## src/rtl/nest_vic_pkg.sv

```systemverilog
package nest_vic_pkg;

   localparam int REG_W = 16;

   typedef enum logic [1:0] {
      TRIG_LEVEL     = 2'b00,
      TRIG_ONE_EDGE  = 2'b01,
      TRIG_BOTH_EDGE = 2'b10,
      TRIG_BOTH_ALT  = 2'b11
   } trig_mode_e;

   localparam logic [1:0] ADDR_CTRL = 2'd0;
   localparam logic [1:0] ADDR_PEND = 2'd1;
   localparam logic [1:0] ADDR_MASK = 2'd2;
   localparam logic [1:0] ADDR_TRIG = 2'd3;

   localparam int CTRL_NEST_BIT = 4;
   localparam int CTRL_GLOB_BIT = 5;

   localparam logic [REG_W-1:0] CTRL_LIVE =
      (REG_W'(1) << CTRL_NEST_BIT) | (REG_W'(1) << CTRL_GLOB_BIT);

endpackage

```

## src/rtl/vic_first_set.sv

```systemverilog
module vic_first_set #(
   parameter  int W  = 8,
   localparam int IW = (W > 1) ? $clog2(W) : 1
) (
   input  logic [W-1:0]  vec,
   output logic          any,
   output logic [IW-1:0] idx
);

   generate
      if (W < 2) begin : g_bad_width
         $error("vic_first_set: W must be at least 2");
      end
   endgenerate

   assign any = |vec;

   always_comb begin
      idx = '0;
      for (int i = W - 1; i >= 0; i--) begin
         if (vec[i]) idx = IW'(i);
      end
   end

endmodule

```

## src/rtl/vic_pin_sense.sv

```systemverilog
module vic_pin_sense
   import nest_vic_pkg::*;
#(
   parameter int SYNC_STAGES = 2
) (
   input  logic       clk,
   input  logic       rst,
   input  logic       pin,
   input  trig_mode_e mode,
   input  logic       falling,
   output logic       hit
);

   logic [SYNC_STAGES-1:0] sync_q;
   logic                   prev_q;
   logic                   s_now;

   generate
      if (SYNC_STAGES < 2) begin : g_bad_sync
         $error("vic_pin_sense: SYNC_STAGES must be at least 2");
      end
   endgenerate

   assign s_now = sync_q[SYNC_STAGES-1];

   always_ff @(posedge clk) begin
      if (rst) begin
         sync_q <= '0;
         prev_q <= 1'b0;
      end else begin
         sync_q <= {sync_q[SYNC_STAGES-2:0], pin};
         prev_q <= s_now;
      end
   end

   always_comb begin
      case (mode)
         TRIG_LEVEL:    hit = s_now;
         TRIG_ONE_EDGE: hit = falling ? (!s_now && prev_q) : (s_now && !prev_q);
         default:       hit = s_now ^ prev_q;
      endcase
   end


   edge_pulse_chk: assert property (@(posedge clk) disable iff (rst)
      (hit && mode == TRIG_ONE_EDGE)
      |=> !(hit && mode == TRIG_ONE_EDGE && falling == $past(falling)));

endmodule

```

## src/rtl/vic_service.sv

```systemverilog
module vic_service #(
   parameter  int NSRC = 12,
   localparam int VW   = (NSRC > 1) ? $clog2(NSRC) : 1
) (
   input  logic            clk,
   input  logic            rst,
   input  logic [NSRC-1:0] cand,
   input  logic            glob_en,
   input  logic            nest_en,
   input  logic            ack,
   input  logic            ret,
   output logic            req,
   output logic [VW-1:0]   vec,
   output logic [NSRC-1:0] take_hot
);

   logic [NSRC-1:0] isr_q, isr_d, ret_hot;
   logic            c_any, s_any, allow;
   logic [VW-1:0]   c_idx, s_idx;

   vic_first_set #(.W(NSRC)) u_cand (
      .vec (cand),
      .any (c_any),
      .idx (c_idx)
   );

   vic_first_set #(.W(NSRC)) u_serv (
      .vec (isr_q),
      .any (s_any),
      .idx (s_idx)
   );

   always_comb begin
      allow = 1'b0;
      if (glob_en && c_any) begin
         allow = !s_any || (nest_en && (c_idx < s_idx));
      end
   end

   assign req      = allow;
   assign vec      = c_idx;
   assign take_hot = (ack && allow) ? (NSRC'(1) << c_idx) : '0;
   assign ret_hot  = (ret && s_any) ? (NSRC'(1) << s_idx) : '0;
   assign isr_d    = (isr_q & ~ret_hot) | take_hot;

   always_ff @(posedge clk) begin
      if (rst) isr_q <= '0;
      else     isr_q <= isr_d;
   end


   take_mark_chk: assert property (@(posedge clk) disable iff (rst)
      (ack && req) |=> isr_q[$past(vec)]);


   no_nest_chk: assert property (@(posedge clk) disable iff (rst)
      (ack && req && !nest_en) |=> (!req || nest_en));


   pop_one_chk: assert property (@(posedge clk) disable iff (rst)
      (ret && s_any && !(ack && req))
      |=> ($countones(isr_q) + 1 == $past($countones(isr_q))));

endmodule

```

## src/rtl/nest_vic.sv

```systemverilog
module nest_vic
   import nest_vic_pkg::*;
#(
   parameter  int N_INT       = 8,
   parameter  int N_FLAG      = 4,
   parameter  int SYNC_STAGES = 2,
   localparam int NSRC        = N_INT + N_FLAG,
   localparam int VW          = (NSRC > 1) ? $clog2(NSRC) : 1
) (
   input  logic              clk,
   input  logic              rst,
   input  logic [N_INT-1:0]  src_req,
   input  logic [N_FLAG-1:0] gp_pin,
   input  logic [1:0]        reg_addr,
   input  logic              reg_wr,
   input  logic [REG_W-1:0]  reg_wdata,
   output logic [REG_W-1:0]  reg_rdata,
   output logic              irq_req,
   output logic [VW-1:0]     irq_vec,
   input  logic              irq_ack,
   input  logic              irq_ret
);

   localparam int CFG_W = 3 * N_FLAG;

   generate
      if (N_INT < 1 || N_FLAG < 1) begin : g_bad_count
         $error("nest_vic: need at least one internal source and one pin");
      end
      if (NSRC > REG_W) begin : g_bad_nsrc
         $error("nest_vic: source count exceeds register width");
      end
      if (CFG_W > REG_W) begin : g_bad_cfg
         $error("nest_vic: trigger configuration exceeds register width");
      end
   endgenerate

   logic              nest_q, glob_q;
   logic [NSRC-1:0]   pend_q, mask_q, events, take_hot, cand;
   logic [CFG_W-1:0]  trig_q;
   logic [N_FLAG-1:0] pin_hit;
   logic              wr_ctrl, wr_pend, wr_mask, wr_trig;

   assign wr_ctrl = reg_wr && (reg_addr == ADDR_CTRL);
   assign wr_pend = reg_wr && (reg_addr == ADDR_PEND);
   assign wr_mask = reg_wr && (reg_addr == ADDR_MASK);
   assign wr_trig = reg_wr && (reg_addr == ADDR_TRIG);

   for (genvar j = 0; j < N_FLAG; j++) begin : g_pin
      vic_pin_sense #(.SYNC_STAGES(SYNC_STAGES)) u_sense (
         .clk     (clk),
         .rst     (rst),
         .pin     (gp_pin[j]),
         .mode    (trig_mode_e'(trig_q[2*j +: 2])),
         .falling (trig_q[2*N_FLAG + j]),
         .hit     (pin_hit[j])
      );
   end

   assign events = {pin_hit, src_req};
   assign cand   = pend_q & mask_q;

   vic_service #(.NSRC(NSRC)) u_service (
      .clk      (clk),
      .rst      (rst),
      .cand     (cand),
      .glob_en  (glob_q),
      .nest_en  (nest_q),
      .ack      (irq_ack),
      .ret      (irq_ret),
      .req      (irq_req),
      .vec      (irq_vec),
      .take_hot (take_hot)
   );

   always_ff @(posedge clk) begin
      if (rst) begin
         nest_q <= 1'b0;
         glob_q <= 1'b0;
         pend_q <= '0;
         mask_q <= '0;
         trig_q <= '0;
      end else begin
         if (wr_ctrl) begin
            nest_q <= reg_wdata[CTRL_NEST_BIT];
            glob_q <= reg_wdata[CTRL_GLOB_BIT];
         end
         if (wr_mask) mask_q <= reg_wdata[NSRC-1:0];
         if (wr_trig) trig_q <= reg_wdata[CFG_W-1:0];
         pend_q <= ((wr_pend ? reg_wdata[NSRC-1:0] : pend_q) & ~take_hot) | events;
      end
   end

   always_comb begin
      reg_rdata = '0;
      case (reg_addr)
         ADDR_CTRL: begin
            reg_rdata[CTRL_NEST_BIT] = nest_q;
            reg_rdata[CTRL_GLOB_BIT] = glob_q;
         end
         ADDR_PEND: reg_rdata[NSRC-1:0]  = pend_q;
         ADDR_MASK: reg_rdata[NSRC-1:0]  = mask_q;
         default:   reg_rdata[CFG_W-1:0] = trig_q;
      endcase
   end


   rst_quiet_chk: assert property (@(posedge clk) disable iff (rst)
      $past(rst) |-> !irq_req);


   ctrl_rsvd_chk: assert property (@(posedge clk) disable iff (rst)
      (reg_addr == ADDR_CTRL) |-> ((reg_rdata & ~CTRL_LIVE) == '0));


   glob_off_chk: assert property (@(posedge clk) disable iff (rst)
      (wr_ctrl && !reg_wdata[CTRL_GLOB_BIT]) |=> !irq_req);


   vec_live_chk: assert property (@(posedge clk) disable iff (rst)
      irq_req |-> (pend_q[irq_vec] && mask_q[irq_vec]));


   ack_clear_chk: assert property (@(posedge clk) disable iff (rst)
      (irq_ack && irq_req && !wr_pend && !events[irq_vec])
      |=> !pend_q[$past(irq_vec)]);


   int_latch_chk: assert property (@(posedge clk) disable iff (rst)
      (|src_req) |=> ((pend_q[N_INT-1:0] & $past(src_req)) == $past(src_req)));

endmodule

```

## config.mk

```make
export PLATFORM = sky130hd
export DESIGN_NAME = nest_vic
export DESIGN_NICKNAME = d
export VERILOG_FILES = /design/src/rtl/nest_vic_pkg.sv /design/src/rtl/vic_first_set.sv /design/src/rtl/vic_pin_sense.sv /design/src/rtl/vic_service.sv /design/src/rtl/nest_vic.sv
export SDC_FILE = /design/constraint.sdc
export NUM_CORES = 1
export LEC_CHECK = 0
export BUFFER_PORTS_ARGS = -buffer_cell sky130_fd_sc_hd__clkbuf_2
export CAP_MARGIN = 20
export CORE_MARGIN = 2
export CORE_UTILIZATION = 55
export CTS_BUF_LIST = sky130_fd_sc_hd__clkbuf_4 sky130_fd_sc_hd__clkbuf_8
export DETAILED_ROUTE_END_ITERATION = 8
export GPL_ROUTABILITY_DRIVEN = 0
export PLACE_DENSITY = 0.78
export SYNTH_ARGS = -nofsm -noshare
export SYNTH_HDL_FRONTEND = slang
export SYNTH_SLANG_ARGS = --single-unit
```

## constraint.sdc

```tcl
create_clock -name clk -period 4.8 [get_ports clk]
set_input_delay 0.24 -clock clk [delete_from_list [all_inputs] [get_ports clk]]
set_output_delay 0.24 -clock clk [all_outputs]
set_load 0.05 [all_outputs]
```

# Word-level counts from Yosys, hierarchy flattened
# Index checks and enable logic that the tools add are counted.
# word_totals
regBits	62
in_bits	35
output_inout_bits	21
# op_classes
n_eq_ne	7
bitwise_logic	11
muxes	39
n_reduce_logical	33
shift	2
magnitude_cmp	1
# ops
op	count
$mux W4	24
$and A12 B12 Y12	3
$mux W12	3
$not A12 Y12	2
$or A12 B12 Y12	2
$reduce_or A12 Y1	2
$shl A1 B4 Y12 const A	2
$pmux W6 S3	1
$logic_and A1 B1 Y1	16
$pmux W4 S3	1
$eq A2 B1 Y1 const B	5
$logic_not A2 Y1	5
$logic_not A1 Y1	9
$pmux W1 S2	4
$pmux W2 S3	1
$mux W1	5
$eq A2 B2 Y1 const B	2
$lt A4 B4 Y1	1
$xor A1 B1 Y1	4
$logic_or A1 B1 Y1	1

# Depth between registers and ports, before layout
# Gate-level depths: netlist of the first run.
# logic_depth
word_depth	22
ltp_mapped	10
ltp_nobuf	10

# Hierarchy
# Synthesis of the first run repeated with hierarchy kept, for this count alone.
# unflattened
hier_cells	407
area_unflattened_um2	3628.5
# by_module_without_submodules
mod	instances	seq_area_each_um2	area_per_inst_um2	cells_per_inst
nest_vic	1	760.7	1965.6	210
vic_service	1	240.2	804.5	93
vic_pin_sense	4	60.1	150.1	15
vic_first_set	2	0.0	128.9	22

# Worst setup path before layout of the first run
# OpenSTA, ideal clock, no wires.
# synth_path
path_type	register -> output
start	register pend_q[2]
end	output port irq_req
setup_slack_ns	1.374
path_stages_with_launch	10
arrival_time_ns	3.186
required_time_ns	4.560
cell_sequence	dfxtp_1 > a22oi_1 > nand4_1 > a21oi_1 > ha_1 > nand2_1 > nand3b_1 > o21ai_4 > a21oi_1 > nor2_1
# synth_via
elab_chain_cells	8
elab_cells_between_ends	10
cone_classes	1 x order compare; 4 x mux; 1 x bitwise; 4 x reduce/logical
# synth_rtl
item	line	text
start, declared	nest_vic.sv:39	logic [NSRC-1:0] pend_q, mask_q, events, take_hot, cand;
start signal, assigned	nest_vic.sv:90	pend_q <= ((wr_pend ? reg_wdata[NSRC-1:0] : pend_q) & ~take_hot) | events;
$and A12 B12 Y12	nest_vic.sv:61	assign cand = pend_q & mask_q;
$mux W4 (3 in series)	vic_first_set.sv:21	if (vec[i]) idx = IW'(i);
named net irq_vec[3]	nest_vic.sv:19	output logic [VW-1:0] irq_vec,
$lt A4 B4 Y1	vic_service.sv:36	allow = !s_any || (nest_en && (c_idx < s_idx));
$logic_and A1 B1 Y1	vic_service.sv:36	
$logic_or A1 B1 Y1	vic_service.sv:36	
$mux W1	vic_service.sv:35	if (glob_en && c_any) begin
end, declared	nest_vic.sv:18	output logic irq_req,
# The timed path passes the listed nets, and every way through them passes these cells.

# Worst setup path after layout of the first run
# layout_path
start	register pend_q[2]
end	output port irq_req
# layout_via
elab_chain_cells	8
elab_cells_between_ends	10
cone_classes	1 x order compare; 4 x mux; 1 x bitwise; 4 x reduce/logical
# layout_rtl
item	line
$and A12 B12 Y12 (*)	nest_vic.sv:61
$mux W4 (3 in series)	vic_first_set.sv:21
$lt A4 B4 Y1	vic_service.sv:36
$logic_and A1 B1 Y1	vic_service.sv:36
$logic_or A1 B1 Y1	vic_service.sv:36
$mux W1 (*)	vic_service.sv:35
# Mark *: on every way between the ends. The rest lies on a longest branch, timed or not.

==> results of run 1 <==
## worst max-delay path by stage
stage	startpoint	endpoint	slack [ns]	cells after the start
2_1_floorplan	pend_q[2]$_SDFF_PP0_	irq_req	1.37	9
3_3_place_gp	pend_q[2]$_SDFF_PP0_	irq_req	2.09	10
3_5_place_dp	pend_q[2]$_SDFF_PP0_	irq_req	2.06	10
4_1_cts	pend_q[2]$_SDFF_PP0_	irq_req	1.66	10
5_1_grt	pend_q[2]$_SDFF_PP0_	irq_req	1.46	10
6_report	pend_q[2]$_SDFF_PP0_	irq_req	1.65	10
## layout make-up
class | instances | area [µm²]
Clock inverter | 7 | 121
Timing Repair Buffer | 50 | 258
Multi-Input combinational cell | 301 | 2000
Sequential cell | 62 | 1240
Inverter | 15 | 61.3
Fill cell | 508 | 2050
Clock buffer | 9 | 124
Tap cell | 75 | 93.8
## through the flow
stage / instances / hold WS, ns
after CTS: 519 / 0.0939
final: 519 / 0.104
after detailed placement: 503 / 0.422
after floorplan: 403 / 0.368
after global placement: 503 / 0.416
after global routing: 519 / 0.108
## power groups by stage
| stage | Combinational [µW] | Clock (µW) | Sequential [µW] |
|---|---|---|---|
| detailed placement | 171 | 0 | 566 |
| global route | 186 | 600 | 558 |
| global placement | 167 | 0 | 565 |
| finish | 173 | 577 | 556 |
| floorplan | 127 | 0 | 559 |
| CTS | 172 | 579 | 554 |
## per-layer routing
| metal | GRT usage (%) | share of wire, % |
|---|---|---|
| met5 | 0 | 0 |
| met4 | 10.3 | 1.6 |
| met3 | 4.77 | 8.0 |
| met2 | 41.6 | 45 |
| met1 | 37.1 | 45 |
## cell families (layout without fill, tap and decap cells)
group	count (synthesis)	after routing
flops	62	62
simple gates	152	152
compound gates	113	113
other cells	1	4
mux	21	21
fa+ha+maj	11	11
buf+inv	40	81
## state kept, by name (all words and copies together) (netlist names)
register              cells
g_pin.u_sense.sync_q      8
u_service.isr_q          12
nest_q                    1
trig_q                   12
mask_q                   12
g_pin.u_sense.prev_q      4
glob_q                    1
pend_q                   12
## worst max-delay path, cell delays in order (launching register included)
cell and delay, ns:
dfxtp_1 0.36, a22oi_1 0.36, nand4_1 0.16, a21oi_1 0.32
ha_1 0.31, nand2_1 0.07, nand3b_1 0.20, o21ai_4 0.26
a21oi_1 0.07, nor2_1 0.15, clkbuf_2 0.29
## cells in the final DEF (no fill, tap or decap), types with 3 or more instances in the layout
master	Yosys	layout
a22o_1	10	10
nor2b_1	12	12
nand3_1	10	10
mux2i_1	9	9
nand4_1	3	3
conb_1	1	4
inv_1	13	13
mux2_2	10	10
bufinv_16	0	3
o311ai_0	4	4
a41o_1	3	3
clkbuf_8	0	9
nor4_1	4	4
and3_1	10	10
o21ai_0	11	11
o21ai_1	4	4
dfxtp_1	62	62
nor3_1	6	6
a21oi_1	35	35
clkinv_4	1	3
a211oi_2	3	3
nand2_1	71	71
ha_1	11	11
o31ai_1	4	4
clkbuf_2	0	47
o211ai_1	4	4
a22oi_1	6	6
a211oi_1	6	6
nor2_1	22	22
buf_4	4	3
==> summary.md, run 1 <==
| Metric | Value |
|---|---|
| Mean Syn Cell Area | `8.54 µm²` |
| Fmax | `317 MHz` |
| Final instance area | `3900 µm²` |
| Final critical-path share of the clock period | `65.7%` |
| Fin. max-slew vios | `0` |
| Routed vias | `3234` |
| Worst Max-Slew Pin Slew | `0.942 ns` |
| Simple logic cell fraction of the synthesized area | `21.5%` |
| Slew HR | `37.0%` |
| Main synth FF type | `dfxtp_1` |
| Area share of the leading cell type in the synthesized netlist | `36.3%` |
| XOR/XNOR Fraction of Synth Area | `0%` |
| Largest net degree at the start of global routing | `53` |
| Post-cts resize count | `0` |
| Ratio of cells with drive above 1 in the final layout | `23.0%` |
| Drt pass-1 iters | `4` |
| Fin nets | `485` |
| Most numerous cell in the Yosys netlist | `nand2_1` |
| Leakage power | `0.00156 µW` |
| Critical path class | `flip-flop to output pin` |
| Worst R2R Start | `pend_q[2]$_SDFF_PP0_` |
| FF-to-FF path depth | `10` |
| Worst setup EP type | `output pin` |
| First DRT Iteration DRCs | `305` |
| Post-synthesis sequential element count | `62` |
| Unrepaired setup endpoints after global routing | `no` |
| Sw frac | `28.1%` |
| Maximum clock insertion buffer count | `2` |
| Setup TNS | `0 ns` |
| Hold path depth | `2` |
| I/O Pins | `56` |
| Area growth from synthesis to layout | `14.3%` |
| Port Buffer Count | `47` |
| Flop2flop setup slack | `2.06 ns` |
| Htree depth | `3` |
| Mapped Cells | `400` |
| Arr. time, crit path | `2.91 ns` |
| Clk sinks | `62` |
| Area leader, netlist | `dfxtp_1` |
| Hold EP | `g_pin[1].u_sense.sync_q[0]$_SDFF_PP0_` |
| Syn. warnings | `0` |
| Hold path start | `gp_pin[1]` |
| Global Route Usage Sum | `26.8%` |
| Worst path required time | `4.56 ns` |
| CTS tree | `done` |
| Worst R2R End | `pend_q[1]$_SDFF_PP0_` |
| N_diodes | `0` |
| Outcome | `complete, no violations` |
| Logic gate share of total power | `13.3%` |
| First-pass GRT wire length | `14900 µm` |
| Hold Crit Class | `primary input to flip-flop` |
| Root buffer cell | `clkbuf_8` |
| CTS hold repair buffers | `0` |
| Die height | `82.8 µm` |
| Synth top cells by count | `nand2_1 (71), dfxtp_1 (62), a21oi_1 (35)` |
| Main area contributors after synthesis | `dfxtp_1 (36%), nand2_1 (7.8%), a21oi_1 (5.1%)` |
| Routed len/inst | `17.8 µm` |
| Core footprint | `5960 µm²` |
| Routed wire length | `9230 µm` |
| Via density | `6.23` |
| CTS Buf Count | `9` |
| Peak supply drop | `0.292 mV` |
| Drt drc | `0` |
| Post-synthesis mux area share | `7.25%` |
| Synthesized area | `3420 µm²` |
| Unique masters post-synth | `60` |
| Setup Buffers After CTS | `0` |
| Post-Synth Adder-Cell Area | `4.03%` |
| FFs w/ async S/R, synth | `0%` |
| Max cap viols | `0` |
| Worst Setup Slack, final | `1.65 ns` |
| Antenna violations before repair | `0` |
| Die width | `82.8 µm` |
| HPWL after detailed placement | `6460 µm` |
| Standard-cell rows | `28` |
| Grt total ovfl | `0` |
| ANT nets after route | `0` |
| Power Density | `335 nW/µm²` |
| Clock share of power | `44.2%` |
| Minimum clock period | `3.15 ns` |
| CP Launch Type | `flip-flop` |
| Final core occ | `65.5%` |
| Total Die Area | `6860 µm²` |
| Switching power total | `367 µW` |
| Placed Instance Area | `3660 µm²` |
| Post-synth EDFFs | `0` |
| Seq/Total Area, Yosys | `36.3%` |
| Sequential share of power | `42.5%` |
| Initial core utilization | `57.4%` |
| Internal power | `939 µW` |
| Final hold vios | `0` |
| Dpl ws | `2.06 ns` |
| Clk_skew | `0.0145 ns` |
| Compound-Gate Fraction of Synth Area | `25.5%` |
| Clk_lat worst skew | `0.36 ns` |
| Power Total | `1310 µW` |
| Vias in the first global route | `3020` |
| Clk slew on worst S/H paths | `0.09 ns` |
| Largest family of logic cells by synthesized area | `compound AO/OA/AOI/OAI gates` |
| Critical Path Fanout Max | `6` |
| Endpoints failing setup | `0` |
Power figures use the tool's default switching activity.
==> run 2: changes to the inputs <==
--- a/config.mk
+++ b/config.mk
@@ -5,14 +5,15 @@
 export SDC_FILE = /design/constraint.sdc
 export NUM_CORES = 1
 export LEC_CHECK = 0
+export ABC_AREA = 1
 export BUFFER_PORTS_ARGS = -buffer_cell sky130_fd_sc_hd__clkbuf_2
 export CAP_MARGIN = 20
 export CORE_MARGIN = 2
-export CORE_UTILIZATION = 55
+export CORE_UTILIZATION = 53
 export CTS_BUF_LIST = sky130_fd_sc_hd__clkbuf_4 sky130_fd_sc_hd__clkbuf_8
 export DETAILED_ROUTE_END_ITERATION = 8
 export GPL_ROUTABILITY_DRIVEN = 0
-export PLACE_DENSITY = 0.78
+export PLACE_DENSITY = 0.79
 export SYNTH_ARGS = -nofsm -noshare
 export SYNTH_HDL_FRONTEND = slang
 export SYNTH_SLANG_ARGS = --single-unit
==> constraint.sdc (replaced) <==
create_clock -name clk -period 2.6 [get_ports clk]
set_input_delay 0.13 -clock clk [delete_from_list [all_inputs] [get_ports clk]]
set_output_delay 0.13 -clock clk [all_outputs]
set_load 0.05 [all_outputs]
==> run 2 against run 1 <==
Net effect:
- synthesized area shrank 0.15%
- routed wire length shrank 9.6%
- largest cell class unchanged
- clock skew shrank 0.0014 ns
- clock power grew 70%
==> summary.md, run 2 <==
| Metric | Value |
|---|---|
| Routed vias | `3252 (+0.56%)` |
| CTS tree | `done` |
| Routed len/inst | `14.0 µm (-21%)` |
| Fin nets | `561 (+16%)` |
| Largest net degree at the start of global routing | `33 (-38%)` |
| Area share of the leading cell type in the synthesized netlist | `36.4% (+0.053 points)` |
| Core footprint | `6280 µm² (+5.4%)` |
| Die width | `84.2 µm (+1.7%)` |
| Main synth FF type | `dfxtp_1` |
| FFs w/ async S/R, synth | `0% (unchanged)` |
| Via density | `5.45 (-13%)` |
| Clk sinks | `62 (unchanged)` |
| Total Die Area | `7090 µm² (+3.4%)` |
| Htree depth | `3 (unchanged)` |
| Ratio of cells with drive above 1 in the final layout | `23.5% (+0.49 points)` |
| Routed wire length | `8340 µm (-9.6%)` |
| Flop2flop setup slack | `0.23 ns (-1.83 ns)` |
| Seq/Total Area, Yosys | `36.4% (+0.053 points)` |
| Crit path largest cell delay | `0.34 ns (-0.02 ns)` |
| Clk_skew | `0.0131 ns (-0.00145 ns)` |
| Die height | `84.2 µm (+1.7%)` |
| Largest delay contributor family on the critical path | `simple AND/OR/NAND/NOR gates` |
| Root buffer cell | `clkbuf_8` |
| Critical Path Fanout Max | `3 (-3)` |
| Worst Max-Slew Pin Slew | `0.928 ns (-0.0142 ns)` |
| Main area contributors after synthesis | `dfxtp_1 (36%), nand2_1 (8.7%), inv_1 (8.5%)` |
| Final instance area | `4090 µm² (+4.8%)` |
| Final critical-path share of the clock period | `96.9%` |
| Standard-cell rows | `29 (+3.6%)` |
| Worst setup EP type | `output pin` |
| Critical path class | `flip-flop to output pin` |
| Final hold vios | `0 (unchanged)` |
| Most numerous cell in the Yosys netlist | `nand2_1` |
| First DRT Iteration DRCs | `170 (-44%)` |
| Power Density | `585 nW/µm² (+75%)` |
| Final core occ | `65.2% (-0.35 points)` |
| Fin. max-slew vios | `0 (unchanged)` |
| Drt drc | `0 (unchanged)` |
| Fmax | `397 MHz` |
| CTS Buf Count | `9 (unchanged)` |
| Hold Crit Class | `primary input to flip-flop` |
| Minimum clock period | `2.52 ns` |
| Leakage power | `0.00198 µW (+27%)` |
| Syn. warnings | `0 (unchanged)` |
| Maximum clock insertion buffer count | `2 (unchanged)` |
| Peak supply drop | `0.400 mV (+37%)` |
| Drt pass-1 iters | `5 (+1)` |
| Arr. time, crit path | `2.39 ns (-0.52 ns)` |
| CP Buf/Inv Count | `2 (+1)` |
| Unique masters post-synth | `33 (-45%)` |
| Max cap viols | `0 (unchanged)` |
| Synth top cells by count | `nand2_1 (79), inv_1 (77), dfxtp_1 (62)` |
| Synthesized area | `3410 µm² (-0.15%)` |
| HPWL after detailed placement | `6020 µm (-6.8%)` |
| Post-synthesis sequential element count | `62 (unchanged)` |
| Post-synth EDFFs | `0 (unchanged)` |
| Mean Syn Cell Area | `7.41 µm² (-13%)` |
| Placed Instance Area | `3720 µm² (+1.8%)` |
| Commonest non-fill, non-tap cell in the layout | `nand2_1` |
| Placed instance count | `574 (+14%)` |
| Final cell count without fillers | `597 (+15%)` |
| Outcome | `complete, no violations` |
| I/O Pins | `56 (unchanged)` |
| N_diodes | `0 (unchanged)` |
| Mapped Cells | `460 (+15%)` |
| Setup Buffers After CTS | `0 (unchanged)` |
| Antenna violations before repair | `0 (unchanged)` |
| Port Buffer Count | `47 (unchanged)` |
| Grt total ovfl | `0 (unchanged)` |
| ANT nets after route | `0 (unchanged)` |
| Commonest non-fill, non-tap cells in the layout | `nand2_1 (79), inv_1 (76), dfxtp_1 (62), nor2_1 (56), clkbuf_2 (46)` |
| Area growth from synthesis to layout | `20.0%` |
| Clk slew on worst S/H paths | `0.07 ns (-0.02 ns)` |
| Worst Setup Slack, final | `0.0817 ns (-1.57 ns)` |
| Worst path required time | `2.47 ns (-2.09 ns)` |
| Clk_lat worst skew | `0.35 ns (about the same)` |
| Slew HR | `38.0% (+1.0 points)` |
| Power Total | `2390 µW (+83%)` |
| Global Route Usage Sum | `24.5% (-2.3 points)` |
| Endpoints failing setup | `0 (unchanged)` |
| Slowest cell on crit path | `or2_2` |
| Initial core utilization | `54.3% (-3.0 points)` |
| Dpl ws | `0.0467 ns (-2.01 ns)` |
| Area leader, netlist | `dfxtp_1` |
| CP Launch Type | `flip-flop` |
| Cell Chain, Critical Path | `or2_2, nor3_4, nand2_1, nor2_2, inv_1, ha_1, a211oi_2, nand2_2, a21oi_4, buf_8` |
| First-pass GRT wire length | `14000 µm (-6.5%)` |
| Vias in the first global route | `3142 (+4.0%)` |
## run 2: cell types whose count changed after synthesis, sizes merged, moves of 11 or more
| cell | before | now |
|---|---|---|
| inv | 14 | 77 |
| nor2 | 22 | 60 |
| a211oi | 9 | 26 |
| nor2b | 12 | 0 |
| and3 | 11 | 0 |
| nand2 | 72 | 83 |
## run 2: timing repair
action / in CTS / in global routing
hold buffers: 7 / 0
gates resized for setup: 4 / 12
pin swaps: 0 / 2
hold endpoints to repair: 7 / 0
endpoints found under the setup margin: 1 / 25
## run 2: power breakdown
group | total, µW | internal (µW) | switching [µW]
sequential | 1020 | 994 | 25.3
combinational | 392 | 126 | 265
clock | 982 | 572 | 410
## run 2: through the flow
step	setup TNS, ns	hold WS (ns)
finish	0	0.00987
detailed placement	0	0.327
CTS	0	0.00372
global route	-0.0765	0.0268
floorplan	0	0.237
global placement	0	0.322
## run 2: worst reg2reg max path, delay by kind of cell (launching register included)
kind            cells  cell delay, ns
flops               1            0.31
buf+inv             1            0.06
compound gates      2            0.30
fa+ha+maj           1            0.30
simple gates        8            1.27
## run 2: cell families after synthesis
kind of cell	count (synthesis)	share of synthesized area (%)
fa+ha+maj	11	4.04
mux	12	3.96
compound gates	93	18.9
simple gates	182	24.4
other cells	1	0.110
flops	62	36.4
buf+inv	99	12.1
## run 2: path summary, 6_finish.rpt
| path | cells after the start | start | endpoint |
|---|---|---|---|
| max | 10 | u_service.isr_q[1]$_SDFF_PP0_ | irq_req |
| min | 3 | src_req[5] | pend_q[5]$_SDFF_PP0_ |
| max reg2reg | 12 | u_service.isr_q[1]$_SDFF_PP0_ | pend_q[0]$_SDFF_PP0_ |
| min reg2reg | 2 | g_pin[0].u_sense.sync_q[0]$_SDFF_PP0_ | g_pin[0].u_sense.sync_q[1]$_SDFF_PP0_ |
## run 2: layout make-up
type | instances | area, µm²
clock buffers | 10 | 138
clock inverters | 6 | 93.8
fillers | 532 | 2180
inverters | 77 | 289
multi-input cells | 302 | 1840
flip-flops and latches | 62 | 1240
well taps | 77 | 96.3
repair buffers | 63 | 395
## run 2: layer usage
layer	global-route usage [%]	vias up	share of wire, %	routed length [µm]
met1	30.1	1501	43	3620
li1	-	1635	-	-
met3	4.42	15	5.1	423
met2	41.6	101	49	4130
met5	0	-	0	0
met4	11.6	0	2.1	175
==> run 3: changes to the inputs <==
--- a/config.mk
+++ b/config.mk
@@ -6,14 +6,15 @@
 export NUM_CORES = 1
 export LEC_CHECK = 0
 export ABC_AREA = 1
+export ABC_CLOCK_PERIOD_IN_PS = 2950
 export BUFFER_PORTS_ARGS = -buffer_cell sky130_fd_sc_hd__clkbuf_2
 export CAP_MARGIN = 20
 export CORE_MARGIN = 2
-export CORE_UTILIZATION = 53
+export CORE_UTILIZATION = 55
 export CTS_BUF_LIST = sky130_fd_sc_hd__clkbuf_4 sky130_fd_sc_hd__clkbuf_8
 export DETAILED_ROUTE_END_ITERATION = 8
 export GPL_ROUTABILITY_DRIVEN = 0
-export PLACE_DENSITY = 0.79
+export PLACE_DENSITY = 0.78
 export SYNTH_ARGS = -nofsm -noshare
 export SYNTH_HDL_FRONTEND = slang
 export SYNTH_SLANG_ARGS = --single-unit
==> constraint.sdc (replaced) <==
create_clock -name clk -period 2.95 [get_ports clk]
set_input_delay 0.1475 -clock clk [delete_from_list [all_inputs] [get_ports clk]]
set_output_delay 0.1475 -clock clk [all_outputs]
set_load 0.05 [all_outputs]
==> run 3 against run 2 <==
Net effect:
- routed wire length is 2.9% lower
- non-clock buffer count is 8 lower
- die area fell by 3.5%
- sequential power shrank 12%
- critical endpoint unchanged
- via count is 2.3% lower
==> summary.md, run 3 (synthesis results as in run 2) <==
| Metric | Value |
|---|---|
| Hold path depth | `3 (unchanged)` |
| Max cap viols | `0 (unchanged)` |
| Die height | `82.8 µm (-1.7%)` |
| Vias in the first global route | `3018 (-3.9%)` |
| ANT nets after route | `0 (unchanged)` |
| Initial core utilization | `57.3% (+2.9 points)` |
| Minimum clock period | `2.75 ns` |
| First-pass GRT wire length | `13500 µm (-3.3%)` |
| Area growth from synthesis to layout | `14.9%` |
| Unrepaired setup endpoints after global routing | `no` |
| CTS tree | `done` |
| Total Die Area | `6850 µm² (-3.5%)` |
| Clk sinks | `62 (unchanged)` |
| Power Total | `1990 µW (-17%)` |
| Grt total ovfl | `0 (unchanged)` |
| Setup TNS | `0 ns (unchanged)` |
| Worst setup EP type | `output pin` |
| Outcome | `complete, no violations` |
| Routed len/inst | `13.8 µm (-1.3%)` |
| Routed vias | `3176 (-2.3%)` |
| Die width | `82.8 µm (-1.7%)` |
| Worst R2R Start | `u_service.isr_q[0]$_SDFF_PP0_` |
| CTS Buf Count | `9 (unchanged)` |
| Critical path class | `flip-flop to output pin` |
| Min Hold Slack | `0.0185 ns (+0.00864 ns)` |
| Hold EP | `pend_q[4]$_SDFF_PP0_` |
| Worst R2R End | `pend_q[0]$_SDFF_PP0_` |
| Commonest non-fill, non-tap cells in the layout | `nand2_1 (79), inv_1 (77), dfxtp_1 (62), nor2_1 (59), clkbuf_2 (47)` |
| CP Launch Type | `flip-flop` |
| Clk_lat worst skew | `0.35 ns (about the same)` |
| Power Density | `508 nW/µm² (-13%)` |
| Root buffer cell | `clkbuf_8` |
| Crit path largest cell delay | `0.34 ns (about the same)` |
| Standard-cell rows | `28 (-3.4%)` |
| Critical Path Fanout Max | `3 (unchanged)` |
| Peak supply drop | `0.315 mV (-21%)` |
| Endpoints failing setup | `0 (unchanged)` |
| Port Buffer Count | `47 (unchanged)` |
| I/O Pins | `56 (unchanged)` |
| Ratio of cells with drive above 1 in the final layout | `21.3% (-2.2 points)` |
| Hold path start | `src_req[4]` |
| Routed wire length | `8100 µm (-2.9%)` |
| Hold Crit Class | `primary input to flip-flop` |
| Htree depth | `3 (unchanged)` |
| Fin nets | `553 (-1.4%)` |
| Drt drc | `0 (unchanged)` |
| Worst path required time | `2.80 ns (+0.33 ns)` |
| Flop2flop setup slack | `0.38 ns (+0.15 ns)` |
| Commonest non-fill, non-tap cell in the layout | `nand2_1` |
| Drt pass-1 iters | `4 (-1)` |
| Final hold vios | `0 (unchanged)` |
| Clk_skew | `0.0125 ns (-0.000573 ns)` |
| Worst Max-Slew Pin Slew | `0.909 ns (-0.0188 ns)` |
| FF-to-FF path depth | `12 (unchanged)` |
| Leakage power | `0.00191 µW (-3.7%)` |
| Largest net degree at the start of global routing | `42 (+27%)` |
| Final critical-path share of the clock period | `93.1%` |
| Antenna violations before repair | `0 (unchanged)` |
| Arr. time, crit path | `2.60 ns (+0.21 ns)` |
| Slowest cell on crit path | `dfxtp_1` |
| Worst setup startpoint | `u_service.isr_q[0]$_SDFF_PP0_` |
| N_diodes | `0 (unchanged)` |
| Via density | `5.41 (-0.67%)` |
| Setup Buffers After CTS | `0 (unchanged)` |
| Cell Chain, Critical Path | `or2_2, nor3_2, nand2_1, nor2_1, inv_1, ha_1, a211oi_1, nand2_2, a21oi_1, clkbuf_2` |
| Maximum clock insertion buffer count | `2 (unchanged)` |
| Slew HR | `39.2% (+1.3 points)` |
| Clk slew on worst S/H paths | `0.07 ns (about the same)` |
| Core footprint | `5960 µm² (-5.1%)` |
| Fin. max-slew vios | `0 (unchanged)` |
| First DRT Iteration DRCs | `171 (+0.59%)` |
| HPWL after detailed placement | `5960 µm (-0.96%)` |
| Global Route Usage Sum | `26.0% (+1.5 points)` |
| Fmax | `364 MHz` |
## run 3: power by group
group          leakage [µW]  switching, µW  internal [µW]
Combinational       0.00130            228            102
Clock             0.0000965            354            405
Sequential         0.000508           22.7            876
Total               0.00191            605           1380
## run 3: through the flow
stage | instance area, µm² | utilization (%) | worst slack [ns] | instances
final | 3920 | 65.8 | 0.203 | 587
after global routing | 3920 | 65.8 | 0.0118 | 587
after CTS | 3910 | 65.6 | 0.132 | 587
after detailed placement | 3660 | 61.5 | 0.292 | 567
after global placement | 3660 | 61.5 | 0.378 | 567
after floorplan | 3430 | - | 0.0438 | 463
## run 3: area by class of cell
| class | instances | area (µm²) |
|---|---|---|
| fill | 530 | 2040 |
| multi-input combinational | 302 | 1790 |
| inverter | 77 | 289 |
| timing repair buffer | 55 | 305 |
| tap | 75 | 93.8 |
| clock buffer | 10 | 131 |
| clock inverter | 6 | 71.3 |
| sequential | 62 | 1240 |
## run 3: routing by layer
metal	share of wire (%)	GRT usage, %	wire length [µm]	vias up
met2	46	43.0	3710	107
met4	2.6	10.8	207	0
met1	45	33.0	3680	1446
li1	-	-	-	1605
met3	6.2	5.33	500	18
met5	0	0	0	-
## run 3: critical path: cells and delay by family (launching register included)
family / cells / cell delay, ns
compound gates: 2 / 0.47
fa+ha+maj: 1 / 0.28
buf+inv: 2 / 0.38
flops: 1 / 0.34
simple gates: 5 / 0.80
## run 3: how the worst max path moves through the flow
stage	end	slack [ns]	cells after the start
2_1_floorplan	irq_req	0.04	9
3_3_place_gp	pend_q[0]$_SDFF_PP0_	0.38	12
3_5_place_dp	pend_q[0]$_SDFF_PP0_	0.29	12
4_1_cts	irq_req	0.13	10
5_1_grt	irq_req	0.01	10
6_report	irq_req	0.20	10
## run 3: timing repair
action,in CTS,in global routing
gates resized for setup,0,2
hold buffers,4,0
endpoints found under the hold margin,4,0
endpoints found under the setup margin,0,1
